==> src/rtl/mbox_req_pkg.sv <==
package mbox_req_pkg;

    localparam int WORD_W    = 32;
    localparam int MSG_WORDS = 5;
    localparam int CMD_COUNT = 3;
    localparam int IDX_W     = $clog2(CMD_COUNT + 1);

    // field positions inside a message
    localparam int FLD_ARG0 = 3;
    localparam int FLD_SUM  = MSG_WORDS - 1;

    // byte offsets on the bus
    localparam int MSG_BASE     = 'h100;
    localparam int DOORBELL_OFS = 'h10;
    localparam int REPLY_OFS    = 'h14;

    // status encoding
    localparam int ERR_FLAG_BIT = 31;
    localparam logic [WORD_W-1:0] ST_OK      = 32'h1;
    localparam logic [WORD_W-1:0] ST_BADCMD  = (32'h1 << ERR_FLAG_BIT) | (32'h1 << 1);
    localparam logic [WORD_W-1:0] ST_SUMERR  = (32'h1 << ERR_FLAG_BIT) | (32'h1 << 2);
    localparam logic [WORD_W-1:0] ST_TIMEOUT = (32'h1 << ERR_FLAG_BIT) | (32'h1 << 4);

    typedef enum logic [3:0] {
        S_IDLE,
        S_WRITE,
        S_RING,
        S_POLL_RD,
        S_POLL_CHK,
        S_POLL_WAIT,
        S_RSP_RD,
        S_RSP_CAP,
        S_CLEAR
    } req_state_e;

    typedef struct packed {
        logic [WORD_W-1:0] code;
        logic [WORD_W-1:0] arg0;
    } req_result_t;

    // message word for a command index and a field number
    function automatic logic [WORD_W-1:0] cmd_field(input int unsigned idx,
                                                    input int unsigned fld);
        logic [WORD_W-1:0] kind, op, argc, arg;
        kind = 32'd1;
        op   = (idx == 0) ? 32'd1 : 32'd2;
        argc = 32'd1;
        arg  = (idx == 2) ? 32'd2 : 32'd1;
        case (fld)
            0:       return kind;
            1:       return op;
            2:       return argc;
            3:       return arg;
            default: return kind + op + argc + arg;
        endcase
    endfunction

    // status precedence: timeout, then bad check word, then reply code
    function automatic logic [WORD_W-1:0] resolve_status(input logic timed_out,
                                                         input logic sum_ok,
                                                         input logic [WORD_W-1:0] code);
        if (timed_out)
            return ST_TIMEOUT;
        else if (!sum_ok)
            return ST_SUMERR;
        else
            return code;
    endfunction

endpackage

==> src/rtl/mbox_sum_acc.sv <==
module mbox_sum_acc #(
    parameter int W = 32
) (
    input  logic         clk,
    input  logic         rst,
    input  logic         clr,
    input  logic         add_en,
    input  logic [W-1:0] add_val,
    output logic [W-1:0] sum
);
    always_ff @(posedge clk) begin
        if (rst || clr)
            sum <= '0;
        else if (add_en)
            sum <= sum + add_val;
    end
endmodule

==> src/rtl/mbox_poll_timer.sv <==
module mbox_poll_timer #(
    parameter int POLL_MAX    = 200000,
    parameter int POLL_PERIOD = 1250
) (
    input  logic clk,
    input  logic rst,
    input  logic arm,
    input  logic gap_clr,
    input  logic gap_tick,
    input  logic poll_step,
    output logic gap_done,
    output logic last_poll
);
    localparam int GAP_LAST = POLL_PERIOD - 3;
    localparam int GAP_W    = $clog2(POLL_PERIOD);
    localparam int CNT_W    = $clog2(POLL_MAX + 1);

    logic [GAP_W-1:0] gap_cnt;
    logic [CNT_W-1:0] poll_cnt;

    always_ff @(posedge clk) begin
        if (rst || gap_clr)
            gap_cnt <= '0;
        else if (gap_tick)
            gap_cnt <= gap_cnt + 1'b1;
    end

    always_ff @(posedge clk) begin
        if (rst || arm)
            poll_cnt <= '0;
        else if (poll_step)
            poll_cnt <= poll_cnt + 1'b1;
    end

    assign gap_done  = (gap_cnt == GAP_W'(GAP_LAST));
    assign last_poll = (poll_cnt == CNT_W'(POLL_MAX - 1));
endmodule

==> src/rtl/mbox_cmd_requester.sv <==
module mbox_cmd_requester
    import mbox_req_pkg::*;
#(
    parameter int ADDR_W      = 12,
    parameter int POLL_MAX    = 200000,
    parameter int POLL_PERIOD = 1250
) (
    input  logic              clk,
    input  logic              rst,
    input  logic              start,
    input  logic [IDX_W-1:0]  cmd_idx,
    output logic              busy,
    output logic              done,
    output logic [WORD_W-1:0] status,
    output logic [WORD_W-1:0] arg0_out,
    output logic              bus_req,
    output logic              bus_we,
    output logic [ADDR_W-1:0] bus_addr,
    output logic [WORD_W-1:0] bus_wdata,
    input  logic [WORD_W-1:0] bus_rdata
);
    localparam int FLD_W = $clog2(MSG_WORDS);
    localparam logic [FLD_W-1:0] FLD_LAST = FLD_W'(MSG_WORDS - 1);

    req_state_e        state;
    logic [FLD_W-1:0]  fld;
    logic [IDX_W-1:0]  idx_q;
    logic [WORD_W-1:0] reply_code;
    logic              timed_out;
    logic              sum_ok_q;
    logic              done_q;
    req_result_t       res_q;

    logic              accept;
    logic              reply_seen;
    logic              gap_done;
    logic              last_poll;
    logic              acc_add;
    logic [WORD_W-1:0] acc_sum;

    assign accept     = (state == S_IDLE) && start;
    assign reply_seen = (bus_rdata != '0);
    assign acc_add    = (state == S_RSP_CAP) && (fld != FLD_LAST);

    mbox_poll_timer #(
        .POLL_MAX    (POLL_MAX),
        .POLL_PERIOD (POLL_PERIOD)
    ) u_timer (
        .clk       (clk),
        .rst       (rst),
        .arm       (accept),
        .gap_clr   (state == S_POLL_CHK),
        .gap_tick  (state == S_POLL_WAIT),
        .poll_step ((state == S_POLL_CHK) && !reply_seen),
        .gap_done  (gap_done),
        .last_poll (last_poll)
    );

    mbox_sum_acc #(
        .W (WORD_W)
    ) u_sum (
        .clk     (clk),
        .rst     (rst),
        .clr     (accept),
        .add_en  (acc_add),
        .add_val (bus_rdata),
        .sum     (acc_sum)
    );

    always_ff @(posedge clk) begin
        if (rst) begin
            state      <= S_IDLE;
            fld        <= '0;
            idx_q      <= '0;
            reply_code <= '0;
            timed_out  <= 1'b0;
            sum_ok_q   <= 1'b0;
            done_q     <= 1'b0;
            res_q      <= '0;
        end else begin
            done_q <= 1'b0;
            case (state)
                S_IDLE: begin
                    if (start) begin
                        if (int'(cmd_idx) >= CMD_COUNT) begin
                            done_q     <= 1'b1;
                            res_q.code <= ST_BADCMD;
                            res_q.arg0 <= '0;
                        end else begin
                            idx_q      <= cmd_idx;
                            fld        <= '0;
                            timed_out  <= 1'b0;
                            sum_ok_q   <= 1'b0;
                            res_q.arg0 <= '0;
                            state      <= S_WRITE;
                        end
                    end
                end
                S_WRITE: begin
                    if (fld == FLD_LAST) begin
                        fld   <= '0;
                        state <= S_RING;
                    end else begin
                        fld <= fld + 1'b1;
                    end
                end
                S_RING:    state <= S_POLL_RD;
                S_POLL_RD: state <= S_POLL_CHK;
                S_POLL_CHK: begin
                    if (reply_seen) begin
                        reply_code <= bus_rdata;
                        fld        <= '0;
                        state      <= S_RSP_RD;
                    end else if (last_poll) begin
                        timed_out <= 1'b1;
                        state     <= S_CLEAR;
                    end else begin
                        state <= S_POLL_WAIT;
                    end
                end
                S_POLL_WAIT: begin
                    if (gap_done)
                        state <= S_POLL_RD;
                end
                S_RSP_RD: state <= S_RSP_CAP;
                S_RSP_CAP: begin
                    if (fld == FLD_W'(FLD_ARG0))
                        res_q.arg0 <= bus_rdata;
                    if (fld == FLD_LAST) begin
                        sum_ok_q <= (acc_sum == bus_rdata);
                        state    <= S_CLEAR;
                    end else begin
                        fld   <= fld + 1'b1;
                        state <= S_RSP_RD;
                    end
                end
                S_CLEAR: begin
                    done_q     <= 1'b1;
                    res_q.code <= resolve_status(timed_out, sum_ok_q, reply_code);
                    state      <= S_IDLE;
                end
                default: state <= S_IDLE;
            endcase
        end
    end

    // bus drive decoded from the sequencer state
    always_comb begin
        bus_req   = 1'b0;
        bus_we    = 1'b0;
        bus_addr  = '0;
        bus_wdata = '0;
        case (state)
            S_WRITE: begin
                bus_req   = 1'b1;
                bus_we    = 1'b1;
                bus_addr  = ADDR_W'(MSG_BASE + 4 * int'(fld));
                bus_wdata = cmd_field(32'(idx_q), 32'(fld));
            end
            S_RING: begin
                bus_req   = 1'b1;
                bus_we    = 1'b1;
                bus_addr  = ADDR_W'(DOORBELL_OFS);
                bus_wdata = 32'd1;
            end
            S_POLL_RD: begin
                bus_req  = 1'b1;
                bus_addr = ADDR_W'(REPLY_OFS);
            end
            S_RSP_RD: begin
                bus_req  = 1'b1;
                bus_addr = ADDR_W'(MSG_BASE + 4 * int'(fld));
            end
            S_CLEAR: begin
                bus_req  = 1'b1;
                bus_we   = 1'b1;
                bus_addr = ADDR_W'(REPLY_OFS);
            end
            default: ;
        endcase
    end

    assign busy     = (state != S_IDLE);
    assign done     = done_q;
    assign status   = res_q.code;
    assign arg0_out = res_q.arg0;
endmodule

==> config.mk <==
export PLATFORM = sky130hd
export DESIGN_NAME = mbox_cmd_requester
export DESIGN_NICKNAME = d
export VERILOG_FILES = /design/src/rtl/mbox_req_pkg.sv /design/src/rtl/mbox_sum_acc.sv /design/src/rtl/mbox_poll_timer.sv /design/src/rtl/mbox_cmd_requester.sv
export SDC_FILE = /design/constraint.sdc
export NUM_CORES = 1
export LEC_CHECK = 0
export BUFFER_PORTS_ARGS = -buffer_cell sky130_fd_sc_hd__buf_2
export CAP_MARGIN = 15
export CORE_AREA = 3 3 137 166
export CTS_BUF_LIST = sky130_fd_sc_hd__clkbuf_16
export DETAILED_ROUTE_END_ITERATION = 6
export DIE_AREA = 0 0 140 169
export GPL_ROUTABILITY_DRIVEN = 0
export SETUP_SLACK_MARGIN = 0.05
export SYNTH_ARGS = -nofsm -noshare
export SYNTH_HDL_FRONTEND = slang
export SYNTH_HIERARCHICAL = 1
export SYNTH_SLANG_ARGS = --single-unit
==> constraint.sdc <==
create_clock -name clk -period 5.4 [get_ports clk]
set_clock_uncertainty 0.1 [all_clocks]
set_input_delay 1.08 -clock clk [delete_from_list [all_inputs] [get_ports clk]]
set_output_delay 1.08 -clock clk [all_outputs]
set_load 0.03 [all_outputs]
### Yosys cells after proc, flatten, opt, wreduce, memory -nomap -nowiden

Cells that the tools add are included.

| word-level totals | value |
|---|---|
| register bits | 169 |
| latch bits | 0 |
| bits in writable memories | 0 |
| bits in read-only memories | 0 |
| output and inout port bits | 112 |
| memories kept | 0 |

| cells by class | value |
|---|---|
| add/subtract/negate cells | 8 |
| multipliers | 0 |
| div/mod/pow operators | 0 |
| magnitude comparators | 1 |
| equal/unequal tests | 28 |
| shift-type cells | 0 |
| muxes and demuxes | 38 |
| bitwise logic cells | 1 |
| reduce and logical (&&, ||, !) cells | 28 |

Operator list:

| cell | number |
|---|---|
| $mux W32 | 4 |
| $pmux W32 S2 | 2 |
| $mux W64 | 1 |
| $add A32 B32 Y32 | 1 |
| $eq A32 B32 Y1 | 1 |
| $pmux W4 S8 | 1 |
| $reduce_bool A32 Y1 | 1 |
| $pmux W10 S3 | 1 |
| $mux W4 | 7 |
| $add A18 B1 Y18 const B | 1 |
| $eq A18 B18 Y1 const B | 1 |
| $eq A4 B3 Y1 const B | 4 |
| $ne A2 B2 Y1 const B | 8 |
| $mux W3 | 5 |
| $pmux W5 S3 | 1 |
| $pmux W3 S4 | 1 |
| $add A11 B1 Y11 const B | 1 |
| $eq A11 B11 Y1 const B | 1 |
| $add A9 B5 Y10 const A | 1 |
| $pmux W5 S2 | 1 |
| $reduce_and A5 Y1 | 2 |
| $mux W1 | 9 |
| $reduce_and A3 Y1 | 3 |
| $eq A4 B2 Y1 const B | 2 |
| 29 further kinds | 44 |

### Logic depth before layout (Yosys ltp)

| logic depth | value |
|---|---|
| depth in word-level cells | 7 |
| mapped depth | 12 |

### Modules after synthesis

Netlist, hierarchy kept.

By module, submodules not included:

| module | times used | cells an instance | area an instance (µm²) | seq. area each (µm²) |
|---|---|---|---|---|
| mbox_cmd_requester | 1 | 562 | 5,027.3 | 2,162.1 |
| mbox_sum_acc | 1 | 305 | 2,507.4 | 640.6 |
| mbox_poll_timer | 1 | 158 | 1,325.0 | 580.6 |

### Worst setup path before layout

No wires, ideal clock.

| path | value |
|---|---|
| kind | input -> register |
| start point | input bus_rdata[0] |
| end point | register u_sum.sum[30] |
| arrival | 3,348 ps |
| setup slack | 1,821 ps |
| stages on the path | 12 |
| path buffers | 0 |
| cell sequence | ha_1 > fa_1 > a21o_1 > a21oi_2 > o211a_1 > or4b_4 > a211oi_2 > o21ai_1 > a211o_1 > a31oi_2 > xnor2_1 > a21oi_1 |

| on the way | value |
|---|---|
| word-level cells in the longest chain between the ends | 1 |

RTL lines:

| item | line | RTL |
|---|---|---|
| start, declared | mbox_cmd_requester.sv:20 | `input logic [WORD_W-1:0] bus_rdata` |
| $add A32 B32 Y32 | mbox_sum_acc.sv:15 | `sum <= sum + add_val;` |
| end signal, assigned | mbox_sum_acc.sv:15 |  |
| end, declared | mbox_sum_acc.sv:9 | `output logic [W-1:0] sum` |

Every way passes these cells.
A chain may end at the register's enable or synchronous reset.

### Final worst setup path

Ends and elaborated chain as after synthesis.

==> run_results.csv <==
group,metric,value,unit
timing,hold_ws,0.396,ns
critical_path,crit_path_start,"bus_rdata[0]",
global_routing,grt_pass1_vias,7000,
floorplan,dieWidth,140,um
clock_tree,cts_num_sinks,169,
floorplan,core.rowCount,59,
timing,relSlewSlack,43.4,%
clock_tree,cts_tree,"yes",
cells_and_area,drive_gt1_share,16.0,%
routing,wl_per_cell,16.5,um
logic_synthesis,netlist.area_leader.share,38.2,%
cells_and_area,fillers,2091,
floorplan,initial_core_util,41.4,%
routing,detail_route.first_pass.iterations,5,
critical_path,reg2reg_depth,12,
timing,worst_pin_slew,0.845,ns
routing,drc,0,
floorplan,ios,149,
critical_path,r2r-end,"u_sum/sum[30]",
pwr,power,3.55,mW
routing,finalWirelength,23200,um
cells_and_area,stdcell_area,10100,um2
routing,first_iter_violations,447,
cells_and_area,nets,1190,
logic_synthesis,synthTopCellsByArea,"dfxtp_1, nor2_1, mux2i_1",
critical_path,arrival,3.82,ns
logic_synthesis,ys_types,71,
logic_synthesis,syn_inst,1025,
clock_tree,cts-root-buf,"clkbuf_16",
critical_path,path_class,"in2reg",
timing,period_needed,3.61,ns
critical_path,cp_max_fo,5,
logic_synthesis,yosys_warnings,6,
timing,max_clock_freq,0.277,GHz
placement,portBuffers,111,
logic_synthesis,ys_ff_latch,169,
clock_tree,cts_buffers,17,
floorplan,die_area,23700,um2
pwr,p_leak,4.29,nW
floorplan,core_area,21400,um2
placement,dp_hpwl,17100,um
clock_tree,cts_max_level,4,
critical_path,crit_path_end_kind,"register",
clock_tree,cts_resized,0,
timing,post-route-period-util,66.9,%
logic_synthesis,yosys-top-cells-count,"nor2_1, dfxtp_1, a22oi_1, xnor2_1, mux2i_1",
timing,finalSetupTns,0,ns
floorplan,die_height,169,um
logic_synthesis,async_flop_share,0,%
global_routing,grt_overflow,0,
global_routing,grt_max_degree,60,
critical_path,cp-endpoint,"u_sum/sum[30]",
outcome,status,"finished, final reports clean",
critical_path,r2r-start,"u_sum/sum[0]",
logic_synthesis,ys_seq_area_share,38.2,%
critical_path,cp_data_required_time,5.61,ns
logic_synthesis,synth_edf_count,0,
cells_and_area,fin_util,47.0,%
logic_synthesis,ys.flop_type,"dfxtp_1",
timing,finalMaxSlewViolations,0,
logic_synthesis,synth.most_common_cell,"nor2_1",
global_routing,antenna_found_initial,1,
pwr,power.density,352,nW/um2
clock_tree,clk-insertion-delay-late,0.43,ns
timing,rsz0062_at_grt,"false",
global_routing,grt_pass1_wl,37100,um
logic_synthesis,synth_top_area_cell,"dfxtp_1",
clock_tree,cts_hold_buf,0,
routing,via_count,7444,
timing,hold_viol,0,
clock_tree,clock_path_buffers,2,
logic_synthesis,synth_area,8860,um2
cells_and_area,n_antenna_cell,0,
cells_and_area,regArea,3380,um2
placement,postPlaceCellArea,9470,um2
routing,viasPerCell,5.31,
timing,finalSetupViolCount,0,
cells_and_area,synthToLayoutAreaGrowth,13.7,%
routing,drtAntennaViolNets,0,
global_routing,grt_use_total,19.4,%
hold_path,hold_class,"reg2reg",
run,maxCapViolations,0,
clock_tree,post_cts_buffers,0,
logic_synthesis,synth_area_per_cell,8.64,um2
critical_path,cp-start-kind,"input pin",
pwr,vdd_drop_max,211,uV
critical_path,rrSetupSlack,2.24,ns
cells_and_area,multiInputGateArea,5030,um2
clock_tree,clkTransAtPathRegs,0.07,ns
==> flip-flops by register name, summed over array words and instances (netlist names), 2 cells and up <==
name              flops
u_sum/sum            32
reply_code           32
u_timer/poll_cnt     18
status               32
idx_q                 2
u_timer/gap_cnt      11
arg0_out             32
fld                   3
state                 4
==> worst max-delay path: stages <==
cell,delay [ns]
buf_2,0.17
ha_1,0.23
fa_1,0.23
a21o_1,0.14
a21oi_2,0.07
o211a_1,0.22
or4b_4,0.53
a211oi_2,0.29
o21ai_1,0.17
a211o_1,0.31
a31oi_2,0.15
xnor2_1,0.13
a21oi_1,0.08
==> logic make-up (layout without fill, tap and decap cells) <==
group | count (synthesis) | count (layout) | synth area share [%]
compound gates | 207 | 207 | 15.7
xor+xnor | 79 | 79 | 7.81
fa+ha+maj | 39 | 39 | 5.59
buf+inv | 110 | 176 | 6.71
flops | 169 | 169 | 38.2
mux | 55 | 55 | 6.24
other cells | 1 | 37 | 0.0423
simple gates | 365 | 365 | 19.7
==> worst min path at each step <==
stage                     endpoint  cells after the start            from  slack [ns]
global route             status[1]                      2       status[1]        0.42
global placement    reply_code[23]                      2  reply_code[23]        0.37
detailed placement       status[1]                      2       status[1]        0.38
floorplan               status[31]                      2  reply_code[31]        0.35
finish                   status[1]                      2       status[1]        0.40
CTS                      status[1]                      2       status[1]        0.39
==> cells in the final DEF (no fill, tap or decap), types with 6 or more instances in the layout <==
master	instances
dfxtp_1	169
nand4_1	19
mux2i_1	53
nand2_1	45
inv_1	21
xor2_1	25
buf_2	110
a211oi_1	10
clkbuf_16	17
xnor2_1	54
a22oi_1	62
a21o_1	16
nor3_1	20
nand3_1	20
and2_1	6
buf_4	10
nor2b_1	8
conb_1	37
nor4_1	18
nor2_1	190
ha_1	38
inv_6	7
a21oi_1	48
o21ai_0	29
==> layer usage <==
metal / share of wire, % / wire [um] / vias up / global-route usage (%)
li1: - / - / 3730 / -
met1: 46 / 10600 / 3507 / 25.7
met2: 48 / 11200 / 175 / 32.2
met3: 4.3 / 1010 / 30 / 3.45
met4: 1.8 / 415 / 2 / 6.19
met5: 0.035 / 8 / - / 0
==> cell type report <==
| class | count | area share (%) |
|---|---|---|
| timing repair buffer | 120 | 6.21 |
| clock inverter | 15 | 1.71 |
| clock buffer | 17 | 4.22 |
| tap | 274 | 3.40 |
| inverter | 24 | 0.894 |
| sequential | 169 | 33.6 |
| multi-input combinational | 782 | 50.0 |
==> where the power goes <==
| part | switching (mW) | total, mW | leakage [nW] | internal (mW) |
|---|---|---|---|---|
| Sequential | 0.102 | 1.43 | 1.36 | 1.32 |
| Clock | 0.574 | 1.24 | 0.288 | 0.663 |
| Combinational | 0.570 | 0.885 | 2.64 | 0.315 |
==> stage by stage <==
stage / setup WS, ns / cells
finish: 1.79 / 1401
floorplan: 1.82 / 1061
global route: 1.70 / 1401
CTS: 1.83 / 1401
global placement: 1.42 / 1369
detailed placement: 1.37 / 1369
No activity file was read; power rests on OpenSTA's default activity.
